==> src/rtl/intc_pkg.sv <==
package intc_pkg;
    localparam int ADDR_W  = 4;
    localparam int NUM_LVL = 2;
    localparam int LVL_IRQ = 0;
    localparam int LVL_FIQ = 1;

    // Address layout: bit 3 = force register, bit 2 = level, bits 1:0 = register kind
    typedef enum logic [1:0] {
        K_RAW  = 2'd0,
        K_EN   = 2'd1,
        K_STAT = 2'd2,
        K_CLR  = 2'd3
    } reg_kind_e;

    localparam logic [ADDR_W-1:0] ADDR_FORCE = 4'h8;

    function automatic logic [ADDR_W-1:0] lvl_addr(input logic lvl, input reg_kind_e k);
        return {1'b0, lvl, k};
    endfunction
endpackage

==> src/rtl/intc_sync.sv <==
module intc_sync #(
    parameter int W = 8
) (
    input  logic         clk_i,
    input  logic         rst_ni,
    input  logic [W-1:0] d_i,
    output logic [W-1:0] q_o
);
    typedef struct packed {
        logic [W-1:0] meta;
        logic [W-1:0] stable;
    } sync_t;

    sync_t s_d, s_q;

    always_comb begin
        s_d        = s_q;
        s_d.meta   = d_i;
        s_d.stable = s_q.meta;
    end

    always_ff @(posedge clk_i or negedge rst_ni) begin
        if (!rst_ni) s_q <= '0;
        else         s_q <= s_d;
    end

    assign q_o = s_q.stable;
endmodule

==> src/rtl/intc_level.sv <==
module intc_level #(
    parameter int N = 8
) (
    input  logic         clk_i,
    input  logic         rst_ni,
    input  logic [N-1:0] raw_i,
    input  logic         set_we_i,
    input  logic         clr_we_i,
    input  logic [N-1:0] wmask_i,
    input  logic         force_i,
    output logic [N-1:0] en_o,
    output logic [N-1:0] stat_o,
    output logic         req_o
);
    typedef struct packed {
        logic [N-1:0] en;
        logic         req;
    } lvl_t;

    lvl_t s_d, s_q;
    logic [N-1:0] stat_w;

    assign stat_w = raw_i & s_q.en;

    always_comb begin
        s_d = s_q;
        if (set_we_i) s_d.en = s_q.en | wmask_i;
        if (clr_we_i) s_d.en = s_q.en & ~wmask_i;
        s_d.req = (|stat_w) | force_i;
    end

    always_ff @(posedge clk_i or negedge rst_ni) begin
        if (!rst_ni) s_q <= '0;
        else         s_q <= s_d;
    end

    assign en_o   = s_q.en;
    assign stat_o = stat_w;
    assign req_o  = s_q.req;
endmodule

==> src/rtl/dual_level_intc.sv <==
module dual_level_intc
    import intc_pkg::*;
#(
    parameter int NSRC = 8,
    parameter int DW   = 32
) (
    input  logic                 clk_i,
    input  logic                 rst_ni,
    input  logic [NSRC-1:0]      src_i,
    input  logic [ADDR_W-1:0]    bus_addr_i,
    input  logic                 bus_we_i,
    input  logic [DW-1:0]        bus_wdata_i,
    output logic [DW-1:0]        bus_rdata_o,
    output logic                 irq_o,
    output logic                 fiq_o
);
    localparam int PAD = DW - NSRC;

    typedef struct packed {
        logic fiq_f;
        logic irq_f;
    } frc_t;

    frc_t f_d, f_q;

    logic [NSRC-1:0] raw_w;
    logic [NSRC-1:0] en_w   [NUM_LVL];
    logic [NSRC-1:0] stat_w [NUM_LVL];
    logic [NUM_LVL-1:0] req_w;
    logic [NUM_LVL-1:0] frc_w;

    logic [NSRC-1:0] irq_raw, irq_en, irq_stat;
    logic [NSRC-1:0] fiq_raw, fiq_en, fiq_stat;

    intc_sync #(.W(NSRC)) u_sync (
        .clk_i (clk_i),
        .rst_ni(rst_ni),
        .d_i   (src_i),
        .q_o   (raw_w)
    );

    assign frc_w[LVL_IRQ] = f_q.irq_f;
    assign frc_w[LVL_FIQ] = f_q.fiq_f;

    for (genvar l = 0; l < NUM_LVL; l++) begin : g_lvl
        localparam logic LB = 1'(l);
        logic set_we, clr_we;
        assign set_we = bus_we_i && (bus_addr_i == lvl_addr(LB, K_EN));
        assign clr_we = bus_we_i && (bus_addr_i == lvl_addr(LB, K_CLR));

        intc_level #(.N(NSRC)) u_level (
            .clk_i   (clk_i),
            .rst_ni  (rst_ni),
            .raw_i   (raw_w),
            .set_we_i(set_we),
            .clr_we_i(clr_we),
            .wmask_i (bus_wdata_i[NSRC-1:0]),
            .force_i (frc_w[l]),
            .en_o    (en_w[l]),
            .stat_o  (stat_w[l]),
            .req_o   (req_w[l])
        );
    end

    assign irq_raw  = raw_w;
    assign fiq_raw  = raw_w;
    assign irq_en   = en_w[LVL_IRQ];
    assign fiq_en   = en_w[LVL_FIQ];
    assign irq_stat = stat_w[LVL_IRQ];
    assign fiq_stat = stat_w[LVL_FIQ];

    always_comb begin
        f_d = f_q;
        if (bus_we_i && bus_addr_i == ADDR_FORCE) begin
            f_d.irq_f = bus_wdata_i[0];
            f_d.fiq_f = bus_wdata_i[1];
        end
    end

    always_ff @(posedge clk_i or negedge rst_ni) begin
        if (!rst_ni) f_q <= '0;
        else         f_q <= f_d;
    end

    always_comb begin
        logic [NSRC-1:0] sel;
        sel = '0;
        bus_rdata_o = '0;
        if (bus_addr_i == ADDR_FORCE) begin
            bus_rdata_o[1:0] = {f_q.fiq_f, f_q.irq_f};
        end else if (!bus_addr_i[3]) begin
            unique case (reg_kind_e'(bus_addr_i[1:0]))
                K_RAW:  sel = bus_addr_i[2] ? fiq_raw  : irq_raw;
                K_EN:   sel = bus_addr_i[2] ? fiq_en   : irq_en;
                K_STAT: sel = bus_addr_i[2] ? fiq_stat : irq_stat;
                default: sel = '0;
            endcase
            bus_rdata_o = {{PAD{1'b0}}, sel};
        end
    end

    assign irq_o = req_w[LVL_IRQ];
    assign fiq_o = req_w[LVL_FIQ];
endmodule


==> config.mk <==
export PLATFORM = sky130hd
export DESIGN_NAME = dual_level_intc
export DESIGN_NICKNAME = d
export VERILOG_FILES = /design/src/rtl/intc_pkg.sv /design/src/rtl/intc_sync.sv /design/src/rtl/intc_level.sv /design/src/rtl/dual_level_intc.sv
export SDC_FILE = /design/constraint.sdc
export NUM_CORES = 1
export LEC_CHECK = 0
export ABC_AREA = 1
export BUFFER_PORTS_ARGS = -buffer_cell sky130_fd_sc_hd__buf_2
export CAP_MARGIN = 5
export CORE_ASPECT_RATIO = 1.5
export CORE_UTILIZATION = 49
export CTS_BUF_LIST = sky130_fd_sc_hd__clkbuf_8
export DETAILED_ROUTE_END_ITERATION = 6
export PLACE_DENSITY = 0.82
export SYNTH_ARGS = -nofsm -noshare
export SYNTH_HDL_FRONTEND = slang
export SYNTH_SLANG_ARGS = --single-unit
==> constraint.sdc <==
create_clock -name clk_i -period 1.1 [get_ports clk_i]
set_input_delay 0.11 -clock clk_i [delete_from_list [all_inputs] [get_ports clk_i]]
set_output_delay 0.11 -clock clk_i [all_outputs]
set_load 0.03 [all_outputs]
==> results.py <==
metrics = {
    "power": {
        "powerDensity_nw_per_um2": 1570,
        "p_leak_nw": 1.448,
        "ir_drop_mv": 1.078,
    },
    "synth": {
        "ys_ff_latch": 36,
        "synth_area_leader_cell": "dfrtp_1",
        "yosysTopAreaCellShare": 0.4749,
        "synth_warnings": 0,
        "synth_area_leaders": "dfrtp_1 47%, nand2_1 21%, buf_4 9.9%",
        "syn_avg_cell_area_sq_um": 7.381,
        "synthCells": 257,
        "syn_area_sq_um": 1897,
        "yosysSeqAreaShare": 0.4749,
        "synth.distinct_cells": 16,
    },
    "finish": {
        "layout_common_cells": "106 x nand2_1, 36 x dfrtp_1, 32 x buf_4",
        "syn2layout_area_growth_pct": 34.23,
        "fin_nets": 383,
        "final_cells": 380,
        "diodes": 0,
        "nFillCells": 284,
        "layout.cells.most_common": "nand2_1",
        "drive_gt1_frac": 0.2582,
    },
    "grt": {
        "grt_pass1_vias": 1854,
        "grt_use_total": 0.2671,
        "grt_antenna_before_repair": 0,
        "grt_pass1_wl_mm": 8.155,
        "overflow": 0,
        "grt_max_degree": 37,
    },
    "outcome": {
        "violations": "setup timing",
        "status": "finished with violations",
    },
    "placed_design": {
        "port_buffers": 32,
        "hpwl_mm": 2.848,
        "place_congestion": 0.8827,
        "post-place-ws_ns": -0.03069,
        "dp.cells": 338,
    },
    "floorplan": {
        "fp.dieArea_sq_um": 4129,
        "core_sq_um": 3682,
        "rows": 27,
        "start_util": 0.5151,
        "die_h_um": 78.20,
        "io_pins": 81,
        "die_w_um": 52.80,
    },
    "clock_network": {
        "clock_latency_ns": 0.30,
        "htreeDepth": 2,
        "cts_num_sinks": 36,
        "cts-root-buf": "clkbuf_8",
        "cts_tree": "built",
        "cts_buffers": 5,
        "clk_path_buf_depth": 2,
        "path_clk_slew_ns": 0.08,
    },
    "timing": {
        "fin_crit_sh": 1.120,
        "max_freq_mhz": 811.7,
        "rsz0062_at_grt": "true",
        "finalWorstSetupSlack_ns": -0.1320,
        "final.setup_skew_ns": 0.005958,
        "finalHoldViolations": 0,
        "finalCriticalPeriod_ns": 1.232,
        "setup_viol": 9,
        "slew_viol_final": 0,
    },
    "drt": {
        "drc_errors": 0,
        "num_vias": 1880,
        "vias_per_cell": 4.947,
        "dr.pass1.iters": 5,
        "routedWlPerCell_um": 12.53,
        "routed_wl_mm": 4.760,
        "drtIter0Drc": 135,
        "postRouteAntennaNets": 0,
    },
    "worst_setup_path": {
        "cp_top_family": "flip-flops",
        "critPathLaunchType": "flop",
        "slowest_delay_ns": 0.40,
        "crit_type": "reg -> out",
        "crit_buf_inv": 1,
        "slowest_stage": "dfrtp_1",
        "cp_cell_sequence": "nand2_1 -> nand3_1 -> nand2_1 -> nand2_1 -> buf_6",
        "cp.required_ns": 0.99,
        "arrival_ns": 1.12,
        "path_common_cell": "nand2_1",
        "critPathMaxFanout": 3,
        "endpoint_kind": "primary output",
    },
    "hold_path": {
        "min_path_type": "in -> reg",
    },
    "job": {
        "cap_violations": 0,
    },
}
==> layer usage <==
metal | part of all wire | wire (um) | GRT usage
met1 | 0.40 | 1884 | 0.3346
met2 | 0.51 | 2450 | 0.4456
met3 | 0.063 | 302 | 0.04457
met4 | 0.025 | 121 | 0.1053
met5 | 0 | 0 | 0
==> area by class of cell <==
cell class / count / area, sq um / area share
Clock inverter: 3 / 46.29 / 0.01818
Clock buffer: 5 / 68.82 / 0.02703
Multi-Input combinational cell: 192 / 798.3 / 0.3135
Sequential cell: 36 / 900.9 / 0.3538
Tap cell: 43 / 53.80 / 0.02113
Timing Repair Buffer: 75 / 580.6 / 0.2280
Inverter: 26 / 97.59 / 0.03833
==> worst register-to-register path: cells and delay by family (launching register included) <==
| family | cells | cell delay [ns] |
|---|---|---|
| DFF | 1 | 0.41 |
| buffers and inverters | 2 | 0.28 |
| and+or+nand+nor | 3 | 0.18 |
| AOI/OAI and AO/OA | 1 | 0.12 |
==> cells in the mapped netlist <==
master    count
a21oi_1       4
buf_2         1
buf_4        25
clkinv_1      1
conb_1        1
dfrtp_1      36
inv_1        22
inv_2         3
nand2_1     107
nand2_2       2
nand3_1      21
nand4_1       3
nor2_1       20
nor2_2        1
nor2_4        2
nor3_1        8
==> power by group <==
part / switching (mW) / total, mW / internal, mW
clock network: 0.521 / 1.20 / 0.683
logic: 0.655 / 1.16 / 0.504
registers: 0.120 / 1.63 / 1.51
total: 1.30 / 4.00 / 2.70
==> logic make-up (layout without fill, tap and decap cells) <==
group                  Yosys count  after routing  synth area share
buffers and inverters           52            109            0.1530
AOI/OAI and AO/OA                4              4           0.01055
and+or+nand+nor                164            164            0.3595
other                            1             24          0.001977
DFF                             36             36            0.4749
==> what timing repair did <==
item                       in CTS  in global routing
setup endpoints to repair       8                  9
gates resized for setup        16                  5
hold endpoints to repair       44                  0
buffers inserted               21                  4
hold buffers                    9                  0
pin swaps                      10                 11
cloned                          0                  0
==> through the flow <==
stage	hold WS [ns]	area [sq um]	TNS [ns]	power [mW]	util
after floorplan	-0.1856	1983	0	2.256	-
after global placement	0.08416	2097	-0.1116	2.432	0.5695
after detailed placement	0.08901	2097	-0.2052	2.453	0.5695
after CTS	0.08799	2510	-0.8252	3.913	0.6816
after global routing	0.1136	2546	-1.399	4.182	0.6915
final	0.09189	2546	-0.9437	3.998	0.6915
==> path summary, 6_finish.rpt <==
path / startpoint / end / slack, ns / cells past startpoint
worst min register to register: u_sync.s_d[1] / u_sync.q_o[1] / 0.35 / 0
max in group asynchronous: rst_ni / u_sync.q_o[6] / 0.61 / 3
min in group asynchronous: rst_ni / u_sync.q_o[1] / 0.30 / 3
worst max-delay path: flop / bus_rdata_o[0] / -0.13 / 5
worst min-delay path: bus_wdata_i[4] / flop / 0.09 / 4
worst max register to register: flop / g_lvl[1].u_level.req_o / 0 / 6
No activity file was read; power rests on OpenSTA's default activity.
